File: src/rtl/txcmp_pkg.sv
package txcmp_pkg;
   localparam int STAT_W = 8;
   typedef logic [STAT_W-1:0] stat_t;

   localparam stat_t ST_OVF     = 8'h04;
   localparam stat_t ST_MAXCOLL = 8'h08;
   localparam stat_t ST_UNDER   = 8'h10;
   localparam stat_t ST_JABBER  = 8'h20;
   localparam stat_t ST_IRQ     = 8'h40;
   localparam stat_t ST_DONE    = 8'h80;

   function automatic stat_t make_stat(input logic mc, input logic un,
                                       input logic jb, input logic ir);
      stat_t s;
      s = ST_DONE;
      if (mc) s = s | ST_MAXCOLL;
      if (un) s = s | ST_UNDER;
      if (jb) s = s | ST_JABBER;
      if (ir) s = s | ST_IRQ;
      return s;
   endfunction
endpackage

File: src/rtl/txcmp_queue.sv
module txcmp_queue
   import txcmp_pkg::*;
#(
   parameter int DEPTH = 4
) (
   input  logic  clk,
   input  logic  rst_n,
   input  logic  flush,
   input  logic  push,
   input  stat_t din,
   input  logic  pop,
   output stat_t dout,
   output logic  nonempty
);
   localparam int PW = (DEPTH > 1) ? $clog2(DEPTH) : 1;
   localparam int CW = $clog2(DEPTH + 1);
   localparam logic [CW-1:0] FULL_CNT = CW'(DEPTH);
   localparam logic [PW-1:0] LAST_PTR = PW'(DEPTH - 1);

   if (DEPTH < 2 || DEPTH > 256) begin : g_bad_depth
      $error("txcmp_queue: DEPTH must lie in 2..256");
   end

   logic [PW-1:0] rd_ptr, wr_ptr, newest;
   logic [CW-1:0] cnt;
   stat_t         ent [DEPTH];
   logic          empty, full, do_pop, do_push, do_ovf;

   function automatic logic [PW-1:0] bump(input logic [PW-1:0] p);
      return (p == LAST_PTR) ? '0 : p + 1'b1;
   endfunction

   always_comb begin
      empty   = (cnt == '0);
      full    = (cnt == FULL_CNT);
      do_pop  = pop && !empty && !flush;
      do_push = push && !flush && (!full || do_pop);
      do_ovf  = push && !flush && full && !do_pop;
      newest  = (wr_ptr == '0) ? LAST_PTR : wr_ptr - 1'b1;
   end

   always_ff @(posedge clk or negedge rst_n) begin
      if (!rst_n) begin
         rd_ptr <= '0;
         wr_ptr <= '0;
         cnt    <= '0;
      end else if (flush) begin
         rd_ptr <= '0;
         wr_ptr <= '0;
         cnt    <= '0;
      end else begin
         if (do_push) wr_ptr <= bump(wr_ptr);
         if (do_pop)  rd_ptr <= bump(rd_ptr);
         if (do_push && !do_pop)      cnt <= cnt + 1'b1;
         else if (do_pop && !do_push) cnt <= cnt - 1'b1;
      end
   end

   for (genvar i = 0; i < DEPTH; i++) begin : g_ent
      stat_t q;
      always_ff @(posedge clk or negedge rst_n) begin
         if (!rst_n)                               q <= '0;
         else if (do_push && wr_ptr == PW'(i))     q <= din;
         else if (do_ovf && newest == PW'(i))      q <= q | ST_OVF;
      end
      assign ent[i] = q;
   end

   assign dout     = empty ? '0 : ent[rd_ptr];
   assign nonempty = !empty;

   a_r7_cnt_bound: assert property (@(posedge clk) disable iff (!rst_n)
      cnt <= FULL_CNT);
   a_r7_ovf_keeps_count: assert property (@(posedge clk) disable iff (!rst_n)
      (push && full && !pop && !flush) |=> (cnt == FULL_CNT));
   a_r5_pop_empty_noop: assert property (@(posedge clk) disable iff (!rst_n)
      (pop && empty && !push && !flush) |=> (cnt == '0));
   a_r11_flush_empties: assert property (@(posedge clk) disable iff (!rst_n)
      flush |=> (cnt == '0));
endmodule

File: src/rtl/txcmp_gate.sv
module txcmp_gate (
   input  logic clk,
   input  logic rst_n,
   input  logic err_evt,
   input  logic fatal_evt,
   input  logic enable_pulse,
   input  logic reset_pulse,
   output logic halted,
   output logic reset_req
);
   always_ff @(posedge clk or negedge rst_n) begin
      if (!rst_n)            reset_req <= 1'b0;
      else if (reset_pulse)  reset_req <= 1'b0;
      else if (fatal_evt)    reset_req <= 1'b1;
   end

   always_ff @(posedge clk or negedge rst_n) begin
      if (!rst_n)                           halted <= 1'b0;
      else if (err_evt)                     halted <= 1'b1;
      else if (enable_pulse && !reset_req)  halted <= 1'b0;
   end

   a_r10_req_implies_halt: assert property (@(posedge clk) disable iff (!rst_n)
      reset_req |-> halted);
   a_r9_err_sets_halt: assert property (@(posedge clk) disable iff (!rst_n)
      err_evt |=> halted);
   a_r10_enable_blocked: assert property (@(posedge clk) disable iff (!rst_n)
      (reset_req && !err_evt) |=> halted);
endmodule

File: src/rtl/txcmp_status_stack.sv
module txcmp_status_stack
   import txcmp_pkg::*;
#(
   parameter int DEPTH = 4
) (
   input  logic       clk,
   input  logic       rst_n,
   input  logic       done_valid,
   input  logic       done_maxcoll,
   input  logic       done_underrun,
   input  logic       done_jabber,
   input  logic       done_irq_req,
   input  logic       host_pop,
   input  logic       xmit_enable,
   input  logic       xmit_reset,
   output logic [7:0] stat_byte,
   output logic       cmp_pending,
   output logic       xmit_halted,
   output logic       xmit_reset_req
);
   logic  accept, any_err, fatal, record;
   stat_t new_stat, top_stat;

   always_comb begin
      accept   = done_valid && !xmit_reset;
      any_err  = accept && (done_maxcoll || done_underrun || done_jabber);
      fatal    = accept && (done_underrun || done_jabber);
      record   = any_err || (accept && done_irq_req);
      new_stat = make_stat(done_maxcoll, done_underrun, done_jabber, done_irq_req);
   end

   txcmp_queue #(.DEPTH(DEPTH)) u_queue (
      .clk      (clk),
      .rst_n    (rst_n),
      .flush    (xmit_reset),
      .push     (record),
      .din      (new_stat),
      .pop      (host_pop),
      .dout     (top_stat),
      .nonempty (cmp_pending)
   );

   txcmp_gate u_gate (
      .clk          (clk),
      .rst_n        (rst_n),
      .err_evt      (any_err),
      .fatal_evt    (fatal),
      .enable_pulse (xmit_enable),
      .reset_pulse  (xmit_reset),
      .halted       (xmit_halted),
      .reset_req    (xmit_reset_req)
   );

   assign stat_byte = top_stat;

   a_r6_pending_has_done: assert property (@(posedge clk) disable iff (!rst_n)
      cmp_pending |-> stat_byte[7]);
   a_r4_empty_reads_zero: assert property (@(posedge clk) disable iff (!rst_n)
      !cmp_pending |-> (stat_byte == 8'h00));
   a_r3_noflag_no_store: assert property (@(posedge clk) disable iff (!rst_n)
      (done_valid && !done_maxcoll && !done_underrun && !done_jabber && !done_irq_req
       && !host_pop && !xmit_reset && !cmp_pending) |=> !cmp_pending);
   a_r11_reset_clears_req: assert property (@(posedge clk) disable iff (!rst_n)
      xmit_reset |=> (!xmit_reset_req && !cmp_pending));
endmodule

File: config.mk
export PLATFORM = sky130hd
export DESIGN_NAME = txcmp_status_stack
export DESIGN_NICKNAME = d
export VERILOG_FILES = /design/src/rtl/txcmp_pkg.sv /design/src/rtl/txcmp_queue.sv /design/src/rtl/txcmp_gate.sv /design/src/rtl/txcmp_status_stack.sv
export SDC_FILE = /design/constraint.sdc
export NUM_CORES = 1
export LEC_CHECK = 0
export BUFFER_PORTS_ARGS = -buffer_cell sky130_fd_sc_hd__buf_2
export CAP_MARGIN = 20
export CELL_PAD_IN_SITES_DETAIL_PLACEMENT = 1
export CELL_PAD_IN_SITES_GLOBAL_PLACEMENT = 1
export CORE_MARGIN = 2
export CORE_UTILIZATION = 50
export CTS_CLUSTER_SIZE = 16
export DETAILED_ROUTE_END_ITERATION = 16
export GPL_TIMING_DRIVEN = 0
export PLACE_DENSITY_LB_ADDON = 0.08
export SKIP_CTS_REPAIR_TIMING = 1
export SYNTH_ARGS = -nofsm -noshare
export SYNTH_HDL_FRONTEND = slang
export SYNTH_SLANG_ARGS = --single-unit
File: constraint.sdc
create_clock -name clk -period 5.06 [get_ports clk]
set_input_delay 0.253 -clock clk [delete_from_list [all_inputs] [get_ports clk]]
set_output_delay 0.253 -clock clk [all_outputs]
set_load 0.1 [all_outputs]
==> run metrics, run 1 <==
outcome=finished clean; Comb pwr share=0.521; dpl cells=208; NetSw=0.6298 mW; worst path cell trace=clkbuf_1 > mux4_2 > nor2b_1 > buf_2; Adder-Cell Fraction of Synth Area=0.05390; Final Setup Violations=0; Switching Share=0.4959; CTS Buffer Depth=2; Post-synth ARST share=1.000; Syn Std Cell Area=0.001764 mm2; Int Pwr=0.6401 mW; Total Wirelength=3882 um; Detailed Place HPWL=2731 um; fin crit period=2530 ps; # IOs=21; critical path class=reg -> out; Vias/cell=5.498; starting density of the core=0.5246; drc violations=0; CTS root buf=clkbuf_4; slowest stage cell, crit path=mux4_2; CTS tree=done; Syn Inst Count=143; first-pass GRT wire length=6713 um; Clock Latency Late Sink=360 ps; total negative setup slack=0 ps; share of layout cells above drive strength 1=0.3567; Worst EP arrival=2280 ps; leakage power=0.9306 nW; row count=21; CP max stage delay=570 ps; Total Routing Usage GR=0.2251; initial antenna violation count=0; Worst EP required=4810 ps; TritonCTS buffer count=5; Slew @ Worst Pin=935.2 ps; register area=825.8 um2; htree depth=2; Multi-input gate area=885.9 um2; wire per inst=17.89 um; Fill cells=372; fin. max-slew vios=0; Yosys Warn Count=0; Yosys cell types=36; I/O Buffers=18; maximum vdd drop=0.3142 mV; Synth Area in Compound Gates=0.1170; vias=1193; die height=63.40 um; First-pass DRT Iterations=4; max cap viols=0; die width=63.40 um; Hold Crit Class=in -> reg; Main synth FF type=dfrtp_1; Setup crit end kind=primary output; Post-synth EDFFs=0; post-synthesis mux area share=0.1844; power per cell area=631.6 mW/mm2; full die area=0.004020 mm2; Layout Cells excl Fill=217; Mean Syn Cell Area=12.34 um2; largest net degree at the start of global routing=34; vias in the first global route=1363; crit-path leading delay family=buffers and inverters; clock transition at the registers of the reported paths=100 ps; final number of hold-violating endpoints=0; largest family of logic cells by synthesized area=multiplexers; crit-path max FO=8; GPL Wtd Cong=0.7422; grt ovf=0; Buf+Inv Stages, Crit Path=2; Clock Power Share=0.170; Post-Synth XOR/XNOR Area=0.004965; Final Cycle Share=0.5000; Max-slew headroom=0.3717; Startpoint Class=flip-flop; Final ANT Viol Nets=0; FF+latch count, synth=33; Num Clock Sinks=33; post-synthesis simple-gate area fraction=0.1376; Worst Clk Skew=2.567 ps; RSZ-0062 raised after global routing=no; max frequency=0.3953 GHz; number of diodes=0; area grow syn2layout=13.97%; CORE AREA=0.003363 mm2; sequential fraction of design power=0.308; sequential cell area fraction in the yosys report=0.4681; drt first-iter violations=33; Post-layout nets=187
[cells in the mapped netlist, types with 2 or more instances]
| library cell | count | area [um2] |
|---|---|---|
| a21oi_1 | 9 | 45.04 |
| nor2b_1 | 7 | 43.79 |
| or2b_1 | 4 | 30.03 |
| nand2b_1 | 2 | 12.51 |
| nand2_1 | 7 | 26.28 |
| inv_1 | 8 | 30.03 |
| dfrtp_1 | 33 | 825.8 |
| o31a_2 | 2 | 20.02 |
| buf_4 | 2 | 15.01 |
| o2bb2ai_1 | 4 | 35.03 |
| nor3_1 | 3 | 15.01 |
| nor2_1 | 5 | 18.77 |
| ha_1 | 6 | 75.07 |
| mux4_2 | 6 | 135.1 |
| mux2_2 | 16 | 180.2 |
| nand2_4 | 4 | 45.04 |
| o21ai_0 | 3 | 15.01 |
| o31ai_1 | 2 | 15.01 |
| clkbuf_1 | 3 | 11.26 |
[registers in the layout, indices dropped and copies added (netlist names)]
register / cells
u_queue.g_ent.q: 24
u_queue.cnt: 3
u_queue.rd_ptr: 2
u_queue.wr_ptr: 2
u_gate.halted: 1
u_gate.reset_req: 1
[routing by layer]
metal | wire length, um | vias up | share of wire | global-route usage
met5 | 0 | - | 0 | 0
met1 | 1712 | 600 | 0.44 | 0.2740
li1 | - | 563 | - | -
met2 | 1957 | 22 | 0.50 | 0.3803
met4 | 84 | 0 | 0.022 | 0.1141
met3 | 128 | 8 | 0.033 | 0.04286
[stage by stage]
step	hold slack, ps	area [um2]	total power, mW	setup slack [ps]	utilization
after floorplan	-42.59	1768	0.9360	2476	-
after global placement	344.5	1916	1.033	2597	0.5696
after detailed placement	357.2	1916	1.057	2536	0.5696
after CTS	-34.10	2001	1.277	2502	0.5949
after global routing	183.7	2011	1.337	2380	0.5978
final	172.6	2011	1.270	2530	0.5978
[final cells by class]
class | instances | area share
multi-input combinational | 98 | 0.4406
sequential | 33 | 0.4107
timing repair buffer | 19 | 0.04978
tap | 46 | 0.02862
clock buffer | 7 | 0.02738
clock inverter | 1 | 0.01493
inverter | 8 | 0.01493
buffer | 5 | 0.01307
[worst min-delay path: cells and delay by family]
family / cells / cell delay (ps)
compound gates: 2 / 140
buf+inv: 1 / 110
[power groups by stage]
| stage | clock, mW | combinational, mW | sequential [mW] |
|---|---|---|---|
| floorplan | 0 | 0.545 | 0.391 |
| global placement | 0 | 0.645 | 0.388 |
| global route | 0.231 | 0.702 | 0.404 |
| CTS | 0.218 | 0.667 | 0.391 |
| finish | 0.216 | 0.662 | 0.391 |
| detailed placement | 0 | 0.659 | 0.398 |
[placed cells by master (no fill, tap or decap), drive strengths merged, types with 2 or more instances in the layout]
cell | Yosys | final
nor3 | 3 | 3
nand2b | 2 | 2
nor2 | 5 | 5
mux2 | 16 | 16
dfrtp | 33 | 33
o2bb2ai | 4 | 4
ha | 6 | 6
conb | 1 | 2
o31a | 2 | 2
nand2 | 11 | 11
clkbuf | 3 | 10
nor2b | 7 | 7
or2b | 4 | 4
mux4 | 6 | 6
inv | 8 | 8
o31ai | 2 | 2
a21oi | 9 | 9
buf | 2 | 20
o21ai | 3 | 3
[path summary, 6_finish.rpt]
path,cells past startpoint,endpoint,from,slack (ps)
min in group asynchronous,2,u_queue.g_ent[2].q[2],rst_n,470
max in group asynchronous,2,u_queue.g_ent[3].q[7],rst_n,4120
min,3,u_gate.reset_req,done_valid,170
min reg2reg,1,u_queue.g_ent[0].q[7],u_queue.g_ent[0].q[7],480
max,4,stat_byte[4],u_queue.rd_ptr[0],2530
max reg2reg,7,u_queue.cnt[2],u_queue.cnt[1],2650
[cells by family after synthesis]
family	count (synthesis)
simple gates	38
flops	33
other cells	1
buf+inv	13
compound gates	27
fa+ha+maj	7
xor+xnor	1
mux	23
Note: power is estimated with default switching activity, not from simulation.
==> run 2, diff against run 1 <==
- CORE_UTILIZATION: 50 -> 42
- clock period: 5.06 -> 2.1 ns (I/O delays scaled with it)
==> run 2 against run 1 <==
Net effect: the run now ends with negative setup slack left; sequential cell count unchanged; non-clock buffer count increased by 6; clock power increased by 110%; critical path type is now reg -> reg.
==> run metrics, run 2 (same netlist as run 1, synthesis figures left out) <==
commonest cells after routing, fill and taps aside=30 x dfrtp_1, 18 x buf_2, 16 x mux2_2, 9 x a21oi_1; final setup margin=-15.33 ps; Top Registers=u_queue.g_ent.q: 24 flops, u_queue.cnt: 3 flops; Final ANT Viol Nets=0; starting density of the core=0.4379; clock transition at the registers of the reported paths=70 ps; total negative setup slack=-15.33 ps; # IOs=21; htree depth=2; Switching Share=0.4973; Num Clock Sinks=33; crit-path leading delay family=compound AO/OA/AOI/OAI gates; Slew @ Worst Pin=766.4 ps; leakage power=0.9681 nW; share of layout cells above drive strength 1=0.4576; Fill cells=438; CTS tree=done; post-layout util=0.5252; Total Routing Usage GR=0.1940; I/O Buffers=18; Final Setup Violations=1; drt first-iter violations=27; CTS root buf=clkbuf_8; slowest stage cell, crit path=dfrtp_2; commonest non-fill, non-tap cell in the layout=dfrtp_1; Power, Total=3.153 mW; Hold Crit Class=in -> reg; min-delay src=done_valid; max reg flops=24; TritonCTS buffer count=5; initial antenna violation count=0; final number of hold-violating endpoints=0; drc violations=0; Clock Power Share=0.147; Worst EP required=2290 ps; Clock Latency Late Sink=280 ps; Total Wirelength=3953 um; area grow syn2layout=19.93%; Most flops, register=u_queue.g_ent.q; largest net degree at the start of global routing=34; number of diodes=0; maximum vdd drop=0.4603 mV; CP max stage delay=460 ps; CTS Buffer Depth=2; GPL Wtd Cong=0.8077; Vias/cell=5.330; Buf+Inv Stages, Crit Path=0; NetSw=1.568 mW; CORE AREA=0.004029 mm2; wire per inst=17.41 um; die height=68.81 um; Max-slew headroom=0.4891; Final Cycle Share=1.007; worst reg2reg path depth=7; power per cell area=1490 mW/mm2; first-pass GRT wire length=6472 um; max frequency=0.4727 GHz; worst reg-to-reg setup slack=-20 ps; critical path class=reg -> reg; fin. max-slew vios=0; DP Worst Slack=-284.8 ps; max cap viols=0; Worst R2R End=u_queue.cnt[2]; fin crit period=2115 ps; First-pass DRT Iterations=4; grt ovf=0; Worst EP arrival=2300 ps; die width=68.81 um; hold path depth=3; vias in the first global route=1282; Int Pwr=1.585 mW; RSZ-0062 raised after global routing=yes; vias=1210; sequential fraction of design power=0.305; failing checks=negative setup slack; worst min-delay path endpoint=u_gate.reset_req; Setup crit end kind=flip-flop; row count=23; Post-layout nets=193; crit-path max FO=6; worst path cell trace=nor3b_4 > a211oi_4 > and2_4 > fa_2 > a211o_1 > o22a_1 > o31ai_1; Comb pwr share=0.548; Startpoint Class=flip-flop; full die area=0.004735 mm2; Detailed Place HPWL=2897 um; outcome=complete, but fails checks; r2r startpoint=u_queue.cnt[0]; Worst Clk Skew=2.794 ps
run 2: per-layer routing:
metal	global-route usage	wire (um)	up-vias
met1	0.2612	1799	609
met3	0.04058	101	7
met4	0.07108	53	0
met5	0	0	-
li1	-	-	574
met2	0.3089	1998	20
run 2: worst max-delay path by stage:
stage / startpoint / end / slack [ps] / cells after the start
final: u_queue.cnt[0] / u_queue.cnt[2] / -20 / 7
after global routing: u_queue.cnt[0] / u_queue.cnt[2] / -110 / 7
after CTS: u_queue.cnt[1] / u_queue.cnt[2] / -270 / 7
after detailed placement: done_maxcoll / u_queue.cnt[2] / -280 / 8
after global placement: done_maxcoll / u_queue.cnt[2] / -210 / 8
after floorplan: u_queue.cnt[1] / u_queue.cnt[2] / -20 / 7
run 2: power by group through the flow:
stage               clock (mW)  sequential [mW]  combinational (mW)
global route             0.516            0.986                1.84
floorplan                    0            0.948                1.37
detailed placement           0            0.963                1.70
finish                   0.464            0.962                1.73
CTS                      0.481            0.952                1.70
global placement             0            0.944                1.62
run 2: worst min-delay path, stage by stage:
cell and delay [ps]:
buf_2 110, o21ai_0 70, a21oi_1 60
run 2: layout make-up:
| type | count | area [um2] | area share |
|---|---|---|---|
| flip-flops and latches | 33 | 829.5 | 0.3921 |
| well taps | 50 | 62.56 | 0.02957 |
| inverters | 8 | 30.03 | 0.01419 |
| clock buffers | 6 | 72.57 | 0.03430 |
| multi-input cells | 98 | 934.6 | 0.4418 |
| plain buffers | 5 | 31.28 | 0.01478 |
| repair buffers | 25 | 145.1 | 0.06860 |
| clock inverters | 2 | 10.01 | 0.004731 |
run 2: metrics by stage:
stage,cells,hold slack [ps],instance area (um2)
after floorplan,144,-190.6,1797
after global placement,212,205.6,1949
after detailed placement,213,225.2,1957
after CTS,221,-86.36,2039
after global routing,227,163.1,2116
final,227,105.3,2116
==> run 3, diff against run 2 <==
- SETUP_SLACK_MARGIN: default -> 0.5
==> run 3 against run 2 <==
Net effect: worst hold slack improved by 0.64 ps; final cell count did not move; the flow now finishes without violations; global-route usage rose by 0.37 points; final area grew 2.4%; largest cell class unchanged; highest routed layer unchanged.
==> run metrics, run 3 (same netlist as run 1, synthesis figures left out) <==
CORE AREA=0.004029 mm2; dpl cells=212; TritonCTS buffer count=5; I/O Buffers=18; CTS root buf=clkbuf_8; CTS tree=done; vias in the first global route=1264; Final ANT Viol Nets=0; area grow syn2layout=22.84%; Startpoint Class=flip-flop; initial antenna violation count=0; power per cell area=1557 mW/mm2; first-pass GRT wire length=6472 um; Worst Clk Skew=5.274 ps; RSZ-0062 raised after global routing=yes; Comb pwr share=0.534; Layout Cells excl Fill=227; number of diodes=0; Hold Crit Class=in -> reg; Detailed Place HPWL=2843 um; Setup crit end kind=flip-flop; final number of hold-violating endpoints=0; Switching Share=0.4709; htree depth=2; sequential fraction of design power=0.282; commonest non-fill, non-tap cell in the layout=dfrtp_1; post-layout util=0.5379; Int Pwr=1.785 mW; die height=68.81 um; Post-layout nets=193; fin. max-slew vios=0; worst reg-to-reg setup slack=50 ps; drt first-iter violations=38; Clock Latency Late Sink=290 ps; clock transition at the registers of the reported paths=70 ps; maximum vdd drop=0.6758 mV; min-delay src=done_valid; wire per inst=17.68 um; Worst EP arrival=2240 ps; grt ovf=0; Total Wirelength=4014 um; outcome=finished clean; GPL Wtd Cong=0.7849; starting density of the core=0.4379; fin crit period=2052 ps; r2r startpoint=u_queue.cnt[0]; max reg flops=24; crit-path max FO=5; commonest cells after routing, fill and taps aside=30 x dfrtp_1, 16 x mux2_2, 16 x buf_2, 10 x buf_4, 9 x a21oi_1; Worst EP required=2280 ps; Top Registers=u_queue.g_ent.q: 24 flops, u_queue.cnt: 3 flops; Total Routing Usage GR=0.1977; NetSw=1.589 mW; Slew @ Worst Pin=899.2 ps; vias=1232; max frequency=0.4873 GHz; CTS Buffer Depth=2; # IOs=21; Max-slew headroom=0.3972; die width=68.81 um; Final Cycle Share=0.9772; Vias/cell=5.427; First-pass DRT Iterations=4; largest net degree at the start of global routing=34; Num Clock Sinks=33; critical path launch point=u_queue.cnt[0]; full die area=0.004735 mm2; drc violations=0; Most flops, register=u_queue.g_ent.q; max cap viols=0; Final Setup Violations=0; share of layout cells above drive strength 1=0.4633; Clock Power Share=0.184; critical path class=reg -> reg; row count=23; leakage power=0.9888 nW
## run 3: cell types whose count changed in the layout (fill, tap and decap cells not counted), sizes merged
cell and change:
clkinv -2, bufinv +1, buf +1
## run 3: layer usage
layer / global-route usage / up-vias / wire length [um]
li1: - / 576 / -
met1: 0.2412 / 637 / 1731
met2: 0.3305 / 15 / 2118
met3: 0.05357 / 4 / 115
met4: 0.08088 / 0 / 49
met5: 0 / - / 0
## run 3: critical path, cell delays in order, from the launching register on
cell      delay, ps
dfrtp_2         440
nor3b_4         290
a211oi_4        130
and2_4          200
fa_2            380
a211o_1         270
o22a_1          170
o31ai_1          70
## run 3: path summary, 6_finish.rpt
kind,to,cells past startpoint
hold reg to reg,u_queue.g_ent[3].q[7],1
hold / removal,u_gate.reset_req,3
setup reg to reg,u_queue.cnt[2],7
setup / recovery,u_queue.cnt[2],7
min in group asynchronous,u_queue.g_ent[1].q[4],2
max in group asynchronous,u_queue.cnt[2],2
## run 3: layout make-up
cell class              count  area [um2]
flip-flops and latches     33       829.5
inverters                   8       30.03
clock buffers               7       86.33
well taps                  50       62.56
fillers                   424        1862
repair buffers             25       150.1
multi-input cells          98       940.9
plain buffers               5       37.54
clock inverters             1       30.03
## run 3: stage by stage
step	power [mW]	setup TNS, ps	hold slack, ps	instance area [um2]	worst slack (ps)
after CTS	3.286	-1762	-102.3	2076	-247.3
after detailed placement	2.654	-454.8	215.1	1959	-234.5
final	3.375	0	106.0	2167	47.86
after global routing	3.555	-43.12	137.6	2167	-43.12
after floorplan	2.336	-19.14	-190.6	1802	-19.14
after global placement	2.590	-1095	203.9	1954	-218.5
## run 3: power by group through the flow
stage | clock [mW] | combinational (mW) | sequential, mW
floorplan | 0 | 1.39 | 0.948
global placement | 0 | 1.65 | 0.945
detailed placement | 0 | 1.68 | 0.971
CTS | 0.634 | 1.69 | 0.960
global route | 0.670 | 1.90 | 0.980
finish | 0.621 | 1.80 | 0.952
